==> config.mk <==
export PLATFORM = sky130hd
export DESIGN_NAME = rtci_top
export DESIGN_NICKNAME = d
export VERILOG_FILES = /design/src/rtl/rtci_pkg.sv /design/src/rtl/rtci_rate_div.sv /design/src/rtl/rtci_flag_bank.sv /design/src/rtl/rtci_top.sv
export SDC_FILE = /design/constraint.sdc
export NUM_CORES = 1
export LEC_CHECK = 0
export BUFFER_PORTS_ARGS = -buffer_cell sky130_fd_sc_hd__buf_4
export CAP_MARGIN = 10
export CORE_MARGIN = 2
export CORE_UTILIZATION = 42
export DETAILED_ROUTE_END_ITERATION = 8
export MAX_ROUTING_LAYER = met4
export PLACE_DENSITY = 0.75
export SKIP_LAST_GASP = 1
export SYNTH_ARGS = -nofsm -noshare
export SYNTH_HDL_FRONTEND = slang
export SYNTH_SLANG_ARGS = --single-unit
==> constraint.sdc <==
create_clock -name clk -period 4.2 [get_ports clk]
set_input_delay 0.84 -clock clk [delete_from_list [all_inputs] [get_ports clk]]
set_output_delay 0.84 -clock clk [all_outputs]
set_load 0.05 [all_outputs]
==> src/rtl/rtci_pkg.sv <==
package rtci_pkg;
   localparam int REG_AW     = 2;
   localparam logic [REG_AW-1:0] ADDR_CTRL  = 2'd0;
   localparam logic [REG_AW-1:0] ADDR_RATE  = 2'd1;
   localparam logic [REG_AW-1:0] ADDR_FLAGS = 2'd2;

   localparam int NSRC      = 3;   // periodic, alarm, update
   localparam int BIT_SUM   = 7;
   localparam int BIT_SRC_L = 4;   // lowest source bit; sources occupy 6..4
   localparam logic [7:0] CTRL_KEEP = 8'h70;
   localparam logic [7:0] RATE_KEEP = 8'h0F;
   localparam logic [7:0] RATE_INIT = 8'h06;

   // log2 of the periodic interval in reference ticks
   function automatic int rate_shift(input logic [3:0] sel);
      if (sel == 4'd1)      return 7;
      else if (sel == 4'd2) return 8;
      else                  return int'(sel) - 1;
   endfunction
endpackage

==> src/rtl/rtci_rate_div.sv <==
module rtci_rate_div #(
   parameter int DIV_W = 15
) (
   input  logic       clk,
   input  logic       rst_n,
   input  logic       tick,
   input  logic [3:0] sel,
   output logic       pevt
);
   import rtci_pkg::*;

   logic [DIV_W-1:0] cnt_q;
   logic [DIV_W-1:0] mask;

   always_ff @(posedge clk or negedge rst_n) begin
      if (!rst_n)     cnt_q <= '0;
      else if (tick)  cnt_q <= cnt_q + 1'b1;
   end

   always_comb begin
      mask = '0;
      for (int i = 0; i < DIV_W; i++)
         if (i < rate_shift(sel)) mask[i] = 1'b1;
   end

   assign pevt = tick && (sel != 4'd0) && ((cnt_q & mask) == mask);


   rate_off_chk: assert property (@(posedge clk) disable iff (!rst_n)
      (sel == 4'd0) |-> !pevt);
endmodule

==> src/rtl/rtci_flag_bank.sv <==
module rtci_flag_bank #(
   parameter int N = 3
) (
   input  logic         clk,
   input  logic         rst_n,
   input  logic [N-1:0] evt,
   input  logic         clr,
   output logic [N-1:0] flags
);
   for (genvar g = 0; g < N; g++) begin : g_flag
      logic f_q;
      always_ff @(posedge clk or negedge rst_n) begin
         if (!rst_n) f_q <= 1'b0;
         else        f_q <= (f_q && !clr) || evt[g];
      end
      assign flags[g] = f_q;


      evt_kept_chk: assert property (@(posedge clk) disable iff (!rst_n)
         evt[g] |=> f_q);

      clr_chk: assert property (@(posedge clk) disable iff (!rst_n)
         (clr && !evt[g]) |=> !f_q);

      sticky_chk: assert property (@(posedge clk) disable iff (!rst_n)
         (f_q && !clr) |=> f_q);
   end
endmodule

==> src/rtl/rtci_top.sv <==
module rtci_top #(
   parameter int DIV_W = 15
) (
   input  logic       clk,
   input  logic       rst_n,
   input  logic       ref_tick,
   input  logic       alarm_evt,
   input  logic       update_evt,
   input  logic       rd_en,
   input  logic       wr_en,
   input  logic [1:0] addr,
   input  logic [7:0] wdata,
   output logic [7:0] rdata,
   output logic       irq_o
);
   import rtci_pkg::*;

   if (DIV_W < 14) begin : g_bad_width
      $error("rtci_top: DIV_W must be at least 14");
   end

   logic [7:0]      ctrl_q, rate_q;
   logic [NSRC-1:0] evt, flags, enables;
   logic            pevt, flag_rd, sum;

   always_ff @(posedge clk or negedge rst_n) begin
      if (!rst_n) begin
         ctrl_q <= 8'h00;
         rate_q <= RATE_INIT;
      end else if (wr_en) begin
         if (addr == ADDR_CTRL) ctrl_q <= wdata & CTRL_KEEP;
         if (addr == ADDR_RATE) rate_q <= wdata & RATE_KEEP;
      end
   end

   rtci_rate_div #(.DIV_W(DIV_W)) u_div (
      .clk(clk), .rst_n(rst_n), .tick(ref_tick), .sel(rate_q[3:0]), .pevt(pevt));

   assign evt     = {pevt, alarm_evt, update_evt};
   assign flag_rd = rd_en && (addr == ADDR_FLAGS);

   rtci_flag_bank #(.N(NSRC)) u_flags (
      .clk(clk), .rst_n(rst_n), .evt(evt), .clr(flag_rd), .flags(flags));

   assign enables = ctrl_q[BIT_SRC_L +: NSRC];
   assign sum     = |(flags & enables);
   assign irq_o   = sum;

   always_comb begin
      unique case (addr)
         ADDR_CTRL:  rdata = ctrl_q;
         ADDR_RATE:  rdata = rate_q;
         ADDR_FLAGS: rdata = {sum, flags, 4'b0000};
         default:    rdata = 8'h00;
      endcase
   end


   irq_needs_en_chk: assert property (@(posedge clk) disable iff (!rst_n)
      irq_o |-> (ctrl_q[6:4] != 3'b000));

   irq_hold_chk: assert property (@(posedge clk) disable iff (!rst_n)
      (irq_o && !flag_rd && !(wr_en && addr == ADDR_CTRL)) |=> irq_o);

   rate_keep_chk: assert property (@(posedge clk) disable iff (!rst_n)
      rate_q[7:4] == 4'h0);
endmodule

### Word-level counts from Yosys, hierarchy flattened

Cells that the tools add are included.

| operators by class | value |
|---|---|
| add/sub/neg operators | 2 |
| multipliers | 0 |
| divide/modulo/power cells | 0 |
| magnitude comparators | 15 |
| equal/unequal tests | 5 |
| shift-type cells | 0 |
| mux-type cells | 18 |
| bitwise logic cells | 2 |
| reduce and logical (&&, ||, !) cells | 15 |

Operators with widths:

| cell | number |
|---|---|
| $lt 5x32->1 const A | 7 |
| $lt 4x32->1 const A | 4 |
| $lt 3x32->1 const A | 2 |
| $mux 32 | 2 |
| $lt 1x32->1 const A | 1 |
| $lt 2x32->1 const A | 1 |
| $pmux 8 s3 | 1 |
| $add 15x1->15 const B | 1 |
| $and 15x15->15 | 1 |
| $eq 15x15->1 | 1 |
| $mux 1 | 15 |
| $logic_and 1x1->1 | 6 |
| $sub 4x1->5 const B | 1 |
| $eq 4x1->1 const B | 1 |
| $eq 4x2->1 const B | 1 |
| $reduce_and 2->1 | 2 |
| $reduce_bool 4->1 | 1 |
| $and 3x3->3 | 1 |
| $logic_or 1x1->1 | 3 |
| $reduce_or 3->1 | 1 |
| $eq 2x1->1 const B | 1 |
| $eq 2x2->1 const B | 1 |
| $logic_not 2->1 | 1 |
| $logic_not 1->1 | 1 |

| storage, ports and cells | value |
|---|---|
| register bits | 25 |
| bits in latches | 0 |
| RAM bits | 0 |
| memory bits (read-only) | 0 |
| bits of input ports | 17 |
| output and inout port bits | 9 |
| logic and storage cells | 63 |
| memories | 0 |

### Longest topological paths before layout

Gate-level depths: netlist of run 1.

| logic depth | value |
|---|---|
| depth in word-level cells | 9 |
| depth in mapped cells | 7 |
| mapped depth without buffers | 7 |

### Cells and area by module

Synthesis of run 1 repeated with hierarchy kept, for this count alone.

| unflattened totals | value |
|---|---|
| cells, all modules | 157 |
| area total of the unflattened synthesis | 1,560.2 um^2 |

By module, submodules not included:

| module | instances | cells an instance | area each (um^2) | sequential area each (um^2) |
|---|---|---|---|---|
| rtci_rate_div | 1 | 115 | 1,039.7 | 375.4 |
| rtci_top | 1 | 32 | 396.6 | 177.7 |
| rtci_flag_bank | 1 | 10 | 123.9 | 75.1 |

### Worst setup path before layout of run 1

No wires, ideal clock.

| timing | value |
|---|---|
| kind | input -> output |
| from | input addr[1] |
| to | output rdata[7] |
| data arrival time | 2,282 ps |
| data required time | 3,360 ps |
| slack | 1,078 ps |
| stages | 2 |
| buffers on the path | 1 |
| path through | clkbuf_1 > nor3b_1 |

| on the way | value |
|---|---|
| cells in the longest elaborated chain, start to end | 2 |
| elaborated cells on any way between the ends | 4 |
| classes of those cells | eq/ne: 2; mux: 1; reduce/logical: 1 |

Ends and longest elaborated chain:

| element | RTL line | RTL |
|---|---|---|
| start, declared | rtci_top.sv:11 | `input logic [1:0] addr,` |
| $eq 2x2->1 (tied with other cells) | rtci_top.sv:50 | `unique case (addr)` |
| $pmux 8 s3 * | rtci_top.sv:50 |  |
| end, declared | rtci_top.sv:13 | `output logic [7:0] rdata,` |

Mark *: on every way between the ends. The rest lies on a longest branch, timed or not.

### Worst setup path in the final report of run 1

| timing | value |
|---|---|
| from | input addr[1] |
| to | output rdata[1] |

The elaborated chain is that of the path after synthesis.

==> run metrics, run 1 <==
CTS H-Tree Depth 1; Post-synth EDFFs 0; detailed-route DRC error count 0; CP required 3.36 ns; number of warnings reported in the yosys synthesis log 0; number of top-level pins 26; worst setup slack after placement 1.78 ns; Post-Route Utilization 51.2%; proportion of power drawn by the clock network 13.3%; worst path arrival time 1.57 ns; Critical Path Start Type input port; Worst VDD drop 0.243 mV; number of global-route vias before repair 1168; slew at the pin with the worst max-slew slack 0.462 ns; vertical extent of the die 64.1 um; CTS Buf Count 3; overall overflow remaining after global route 0; Slew headroom 69.1%; total setup buffers inserted after CTS 0; dominant cell by count in the synthesized netlist sky130_fd_sc_hd__dfrtp_1; max cap viols 0; power density over cell area 434 nW/um2; Seq/Total Area, Yosys 41.4%; largest driver fanout on the critical path 7; clock insertion delay at the later pin of the skew report 0.31 ns; mean post-synth cell area 10.7 um2; status finished, final reports clean; nature of the critical path endpoint output pin; final layout net count 189; first-pass GRT wire length 5.09 mm; top post-synthesis cells by area sky130_fd_sc_hd__dfrtp_1 (38%), sky130_fd_sc_hd__xnor2_1 (6.3%), sky130_fd_sc_hd__mux2_2 (5.9%); gate count after technology mapping 142; Commonest cells post-synth sky130_fd_sc_hd__dfrtp_1 (23), sky130_fd_sc_hd__xnor2_1 (11), sky130_fd_sc_hd__inv_1 (10), sky130_fd_sc_hd__nand2_1 (10), sky130_fd_sc_hd__mux2_2 (8); Net Switching 0.293 mW; number of antenna violations at the first check in global routing 0; final worst setup slack 1.79 ns; total wire length 2.88 mm; total of hold buffers inserted after clock tree synthesis 0; post-synth top area cell sky130_fd_sc_hd__dfrtp_1; Static Leak 0.766 nW; total design power 0.760 mW; Rows 21; Critical Setup Path Class in -> out; Final GP Congestion 0.870; total number of vias 1138; post-cts gate resize count 0; number of max-slew violations in the final report 0; number of inserted filler cells in the final layout 333; clock tree root driver cell sky130_fd_sc_hd__clkbuf_4; setup repair after global routing missed its margin false; maximum operating frequency 415 MHz; final-report setup violation count 0; 1st-pass router iterations 4; pin count of the biggest net entering global routing 26; violation count after the first detailed-routing iteration 58; Total Neg Setup Slack 0 ns; Core ar. 3420 um2; HPWL reported at the end of detailed placement 2.20 mm; netlist area before placement 1520 um2; placed instance count 208; CTS tree yes; die area 4110 um2; Clock Tree Buf Depth 2; share of the synthesized area in the top cell type 37.9%; diodes inserted 0; fraction of power spent switching nets 38.5%; mean routed wirelength per cell 13.6 um; part of the total power dissipated in sequential elements 48.0%; worst setup skew after layout 0.00268 ns; Syn-to-layout area delta 15.2%; clock-pin slew on the worst setup and hold paths 0.12 ns; Int Power 0.467 mW; final hold violation count 0; All-Layer GR Usage 16.1%; unique cell type count in the Yosys netlist 47; prevailing post-synth register cell sky130_fd_sc_hd__dfrtp_1; number of sinks handled by clock tree synthesis 25; layout cells sized above 1 28.3%; horizontal die dimension 64.1 um; total nets after synthesis 164; vias per cell 5.37; DRT antenna net count 0; Min Clock Period, post-route 2.41 ns; HP Class in -> async; async set or reset register ratio after synthesis 100%; number of synthesized register bits 25; number of buffers inserted by port buffering 24; fraction of power consumed by combinational cells 38.8%; final cell count without fillers 212; starting density of the core 44.5%; period utilisation layout 57.4%
==> stage by stage <==
stage | area [um2] | hold slack (ns)
3_3_place_gp | 1720 | 0.462
2_1_floorplan | 1520 | 0.445
5_1_grt | 1750 | 0.379
3_5_place_dp | 1720 | 0.472
6_report | 1750 | 0.404
4_1_cts | 1750 | 0.394
==> state kept, by name, summed over array words and instances (netlist names) <==
register,count
ctrl_q,3
rate_q,4
u_div.cnt_q,15
u_flags.g_flag.f_q,3
==> per-layer routing <==
layer / part of all wire (%) / up-vias / track usage, %
li1: - / 552 / -
met5: 0 / - / -
met1: 44 / 545 / 19.1
met4: 0.66 / 0 / 4.79
met2: 48 / 39 / 26.6
met3: 7.0 / 2 / 4.75
==> layout by cell type, fill, tap and decap left out, types with 3 or more instances in the layout <==
cell type,n
sky130_fd_sc_hd__xor2_1,3
sky130_fd_sc_hd__nor3b_1,3
sky130_fd_sc_hd__xnor2_1,11
sky130_fd_sc_hd__nand3_1,4
sky130_fd_sc_hd__nor2_1,7
sky130_fd_sc_hd__mux2_2,8
sky130_fd_sc_hd__clkbuf_4,3
sky130_fd_sc_hd__buf_4,24
sky130_fd_sc_hd__o31ai_1,3
sky130_fd_sc_hd__inv_1,10
sky130_fd_sc_hd__and2_1,4
sky130_fd_sc_hd__nand2_1,10
sky130_fd_sc_hd__nor3_1,3
sky130_fd_sc_hd__ha_1,5
sky130_fd_sc_hd__mux2i_1,3
sky130_fd_sc_hd__dfrtp_1,23
sky130_fd_sc_hd__nand4_1,4
==> area by class of cell <==
type	instances	area, um2	share of cell area (%)
sequential	25	628	35.9
inverter	10	37.5	2.14
tap	46	57.6	3.29
clock inverter	1	5.00	0.286
clock buffer	3	22.5	1.29
multi-input combinational	103	820	46.8
timing repair buffer	24	180	10.3
==> cells by family (layout without fill, tap and decap cells) <==
group / Yosys count / after routing / synth area share (%)
simple gates: 45 / 45 / 17.4
flops: 25 / 25 / 41.4
mux: 11 / 11 / 7.91
compound gates: 28 / 28 / 16.5
xor+xnor: 14 / 14 / 8.07
buf+inv: 14 / 38 / 4.70
fa+ha+maj: 5 / 5 / 4.12
==> power groups by stage <==
stage | Combinational [mW] | Sequential, mW | Clock (mW)
6_report | 0.295 | 0.365 | 0.101
4_1_cts | 0.295 | 0.366 | 0.110
3_3_place_gp | 0.284 | 0.364 | 0
5_1_grt | 0.323 | 0.376 | 0.122
2_1_floorplan | 0.247 | 0.344 | 0
3_5_place_dp | 0.291 | 0.370 | 0
==> worst max-delay path, stage by stage <==
cell and delay (ns):
sky130_fd_sc_hd__buf_4 0.14, sky130_fd_sc_hd__nor2b_1 0.21, sky130_fd_sc_hd__and2_2 0.19, sky130_fd_sc_hd__buf_4 0.19
==> path summary, 6_finish.rpt <==
check                           depth (start not counted)                         endpoint                   startpoint  slack, ns
worst max-delay path                                    4                         rdata[1]                      addr[1]       1.79
worst min register to register                          1      u_div.cnt_q[14]$_DFFE_PN0P_  u_div.cnt_q[14]$_DFFE_PN0P_       0.49
min in group clk                                        1      u_div.cnt_q[14]$_DFFE_PN0P_  u_div.cnt_q[14]$_DFFE_PN0P_       0.49
worst min-delay path                                    1      u_div.cnt_q[14]$_DFFE_PN0P_                        rst_n       0.40
worst max register to register                          7  u_flags.g_flag[2].f_q$_DFF_PN0_        rate_q[1]$_DFFE_PN1P_       1.97
max in group asynchronous                               1            rate_q[2]$_DFFE_PN1P_                        rst_n       3.51
Note: power is estimated with default switching activity, not from simulation.
==> run 2: changes to the inputs <==
- clock period: 4.2 -> 2.48 ns (I/O delays scaled with it)
==> run 2 against run 1 <==
Sequential share of layout area is the same. Core utilization did not move. Combinational power rose by 69%. Highest routed layer unchanged.
==> run metrics, run 2 (same netlist as run 1, synthesis figures left out) <==
status finished, final reports clean (unchanged); number of gates on the worst path with buffers counted 7 (was 4); number of global-route vias before repair 1096 (was 1168); total wire length 2.83 mm (was 2.88 mm); vertical extent of the die 64.1 um (unchanged); Final GP Congestion 0.874 (was 0.870); fraction of power spent switching nets 38.8% (was 38.5%); CTS Buf Count 3 (unchanged); post-cts gate resize count 0 (unchanged); flip-flop count of the largest register, all copies and words added 15 (unchanged); Total Neg Setup Slack 0 ns (unchanged); nature of the critical path endpoint flop (was output pin); final hold violation count 0 (unchanged); cells on worst reg2reg path 7 (unchanged); Rows 21 (unchanged); Worst VDD drop 0.413 mV (was 0.243 mV); Core ar. 3420 um2 (unchanged); first-pass GRT wire length 4.88 mm (was 5.09 mm); fraction of power consumed by combinational cells 38.6% (was 38.8%); CP bufs+invs 1 (was 2); 1st-pass router iterations 4 (unchanged); max cap viols 0 (unchanged); Critical Setup Path Class reg -> reg (was in -> out); peak per-stage delay on the critical path 0.61 ns (was 0.21 ns); CP required 2.70 ns (was 3.36 ns); number of sinks handled by clock tree synthesis 25 (unchanged); HP Class in -> async (unchanged); number of buffers inserted by port buffering 24 (unchanged); clock insertion delay at the later pin of the skew report 0.32 ns (was 0.31 ns); worst setup skew after layout 0.0106 ns (was 0.00268 ns); Clock Tree Buf Depth 2 (unchanged); period utilisation layout 87.7%; setup repair after global routing missed its margin false (unchanged); detailed-route DRC error count 0 (unchanged); CTS H-Tree Depth 1 (unchanged); number of antenna violations at the first check in global routing 0 (unchanged); layout cells sized above 1 28.3% (unchanged); mean routed wirelength per cell 13.4 um (was 13.6 um); proportion of power drawn by the clock network 13.7% (was 13.3%); die area 4110 um2 (unchanged); category of cells accounting for the largest share of critical-path delay compound AO/OA/AOI/OAI gates (was simple AND/OR/NAND/NOR gates); vias per cell 5.19 (was 5.37); final-report setup violation count 0 (unchanged); number of top-level pins 26 (unchanged); HPWL reported at the end of detailed placement 2.17 mm (was 2.20 mm); Static Leak 0.766 nW (unchanged); total number of vias 1100 (was 1138); power density over cell area 739 nW/um2 (was 434 nW/um2); Min Clock Period, post-route 2.17 ns; largest driver fanout on the critical path 7 (unchanged); overall overflow remaining after global route 0 (unchanged); clock-pin slew on the worst setup and hold paths 0.13 ns (was 0.12 ns); total setup buffers inserted after CTS 0 (unchanged); Syn-to-layout area delta 15.2% (unchanged); worst path arrival time 2.40 ns (was 1.57 ns); highest-count cells in the layout ignoring fill and taps sky130_fd_sc_hd__buf_4 (24), sky130_fd_sc_hd__dfrtp_1 (23), sky130_fd_sc_hd__xnor2_1 (11), sky130_fd_sc_hd__inv_1 (10), sky130_fd_sc_hd__nand2_1 (10) (unchanged); horizontal die dimension 64.1 um (unchanged); total design power 1.29 mW (was 0.760 mW); total of hold buffers inserted after clock tree synthesis 0 (unchanged); All-Layer GR Usage 15.5% (was 16.1%); number of max-slew violations in the final report 0 (unchanged); Critical Path Start Type flop (was input port); maximum operating frequency 460 MHz; starting density of the core 44.5% (unchanged); worst path cell trace inv_1 -> ha_1 -> or2_0 -> a2111oi_1 -> a31o_1 -> a31oi_1 -> o41ai_2 (was buf_4 -> nor2b_1 -> and2_2 -> buf_4); violation count after the first detailed-routing iteration 25 (was 58); Net Switching 0.502 mW (was 0.293 mW); Slew headroom 70.2% (was 69.1%); leading cell type in the layout, fill and taps excluded sky130_fd_sc_hd__buf_4 (unchanged); Int Power 0.792 mW (was 0.467 mW); pin count of the biggest net entering global routing 26 (unchanged); slew at the pin with the worst max-slew slack 0.448 ns (was 0.462 ns); critical path's slowest cell sky130_fd_sc_hd__dfstp_2 (was sky130_fd_sc_hd__nor2b_1); Largest regs u_div.cnt_q (15), rate_q (4) (unchanged); CTS tree yes (unchanged); largest reg by FF count u_div.cnt_q (unchanged); diodes inserted 0 (unchanged); part of the total power dissipated in sequential elements 47.8% (was 48.0%); DRT antenna net count 0 (unchanged); final layout net count 189 (unchanged); clock tree root driver cell sky130_fd_sc_hd__clkbuf_4 (unchanged)
[run 2: cell counts in the layout (fill, tap and decap cells not counted)]
Identical to the previous run, type by type.
[run 2: path summary, 6_finish.rpt]
check | from | end | slack, ns
min reg2reg | u_div.cnt_q[14]$_DFFE_PN0P_ | u_div.cnt_q[14]$_DFFE_PN0P_ | 0.49
max | rate_q[1]$_DFFE_PN1P_ | u_flags.g_flag[2].f_q$_DFF_PN0_ | 0.31
min in group clk | update_evt | u_flags.g_flag[0].f_q$_DFF_PN0_ | 0.35
max reg2reg | rate_q[1]$_DFFE_PN1P_ | u_flags.g_flag[2].f_q$_DFF_PN0_ | 0.31
min | rst_n | u_div.cnt_q[14]$_DFFE_PN0P_ | 0.05
max in group asynchronous | rst_n | rate_q[2]$_DFFE_PN1P_ | 2.13
[run 2: power by group through the flow]
stage | registers [mW] | logic [mW] | clock network [mW]
floorplan | 0.583 | 0.418 | 0
global placement | 0.616 | 0.482 | 0
detailed placement | 0.625 | 0.501 | 0
CTS | 0.617 | 0.503 | 0.186
global route | 0.637 | 0.551 | 0.205
finish | 0.618 | 0.499 | 0.177
[run 2: cell type report]
cell class | count | area (um2)
fillers | 331 | 1670
clock inverters | 1 | 5.00
clock buffers | 3 | 22.5
well taps | 46 | 57.6
flip-flops and latches | 25 | 628
multi-input cells | 103 | 820
repair buffers | 24 | 180
inverters | 10 | 37.5
[run 2: stage by stage]
stage / utilization [%] / hold slack (ns) / std cells / worst slack, ns / area [um2]
floorplan: - / 0.200 / 142 / 0.0459 / 1520
global placement: 50.4 / 0.409 / 208 / 0.422 / 1720
detailed placement: 50.4 / 0.419 / 208 / 0.322 / 1720
CTS: 51.2 / 0.0509 / 212 / 0.283 / 1750
global route: 51.2 / 0.0520 / 212 / 0.0447 / 1750
finish: 51.2 / 0.0491 / 212 / 0.305 / 1750
[run 2: per-layer routing]
layer,GRT usage (%),wire length (um),up-vias,share of wire [%]
li1,-,-,551,-
met1,18.2,1300,514,46
met2,25.7,1330,31,47
met3,4.58,180,4,6.4
met4,4.52,28,0,0.99
met5,-,0,-,0
[run 2: worst register-to-register path, stage by stage (launching register included)]
cell and delay [ns]:
sky130_fd_sc_hd__dfstp_2 0.61, sky130_fd_sc_hd__inv_1 0.09, sky130_fd_sc_hd__ha_1 0.21, sky130_fd_sc_hd__or2_0 0.20, sky130_fd_sc_hd__a2111oi_1 0.44, sky130_fd_sc_hd__a31o_1 0.16, sky130_fd_sc_hd__a31oi_1 0.05, sky130_fd_sc_hd__o41ai_2 0.33
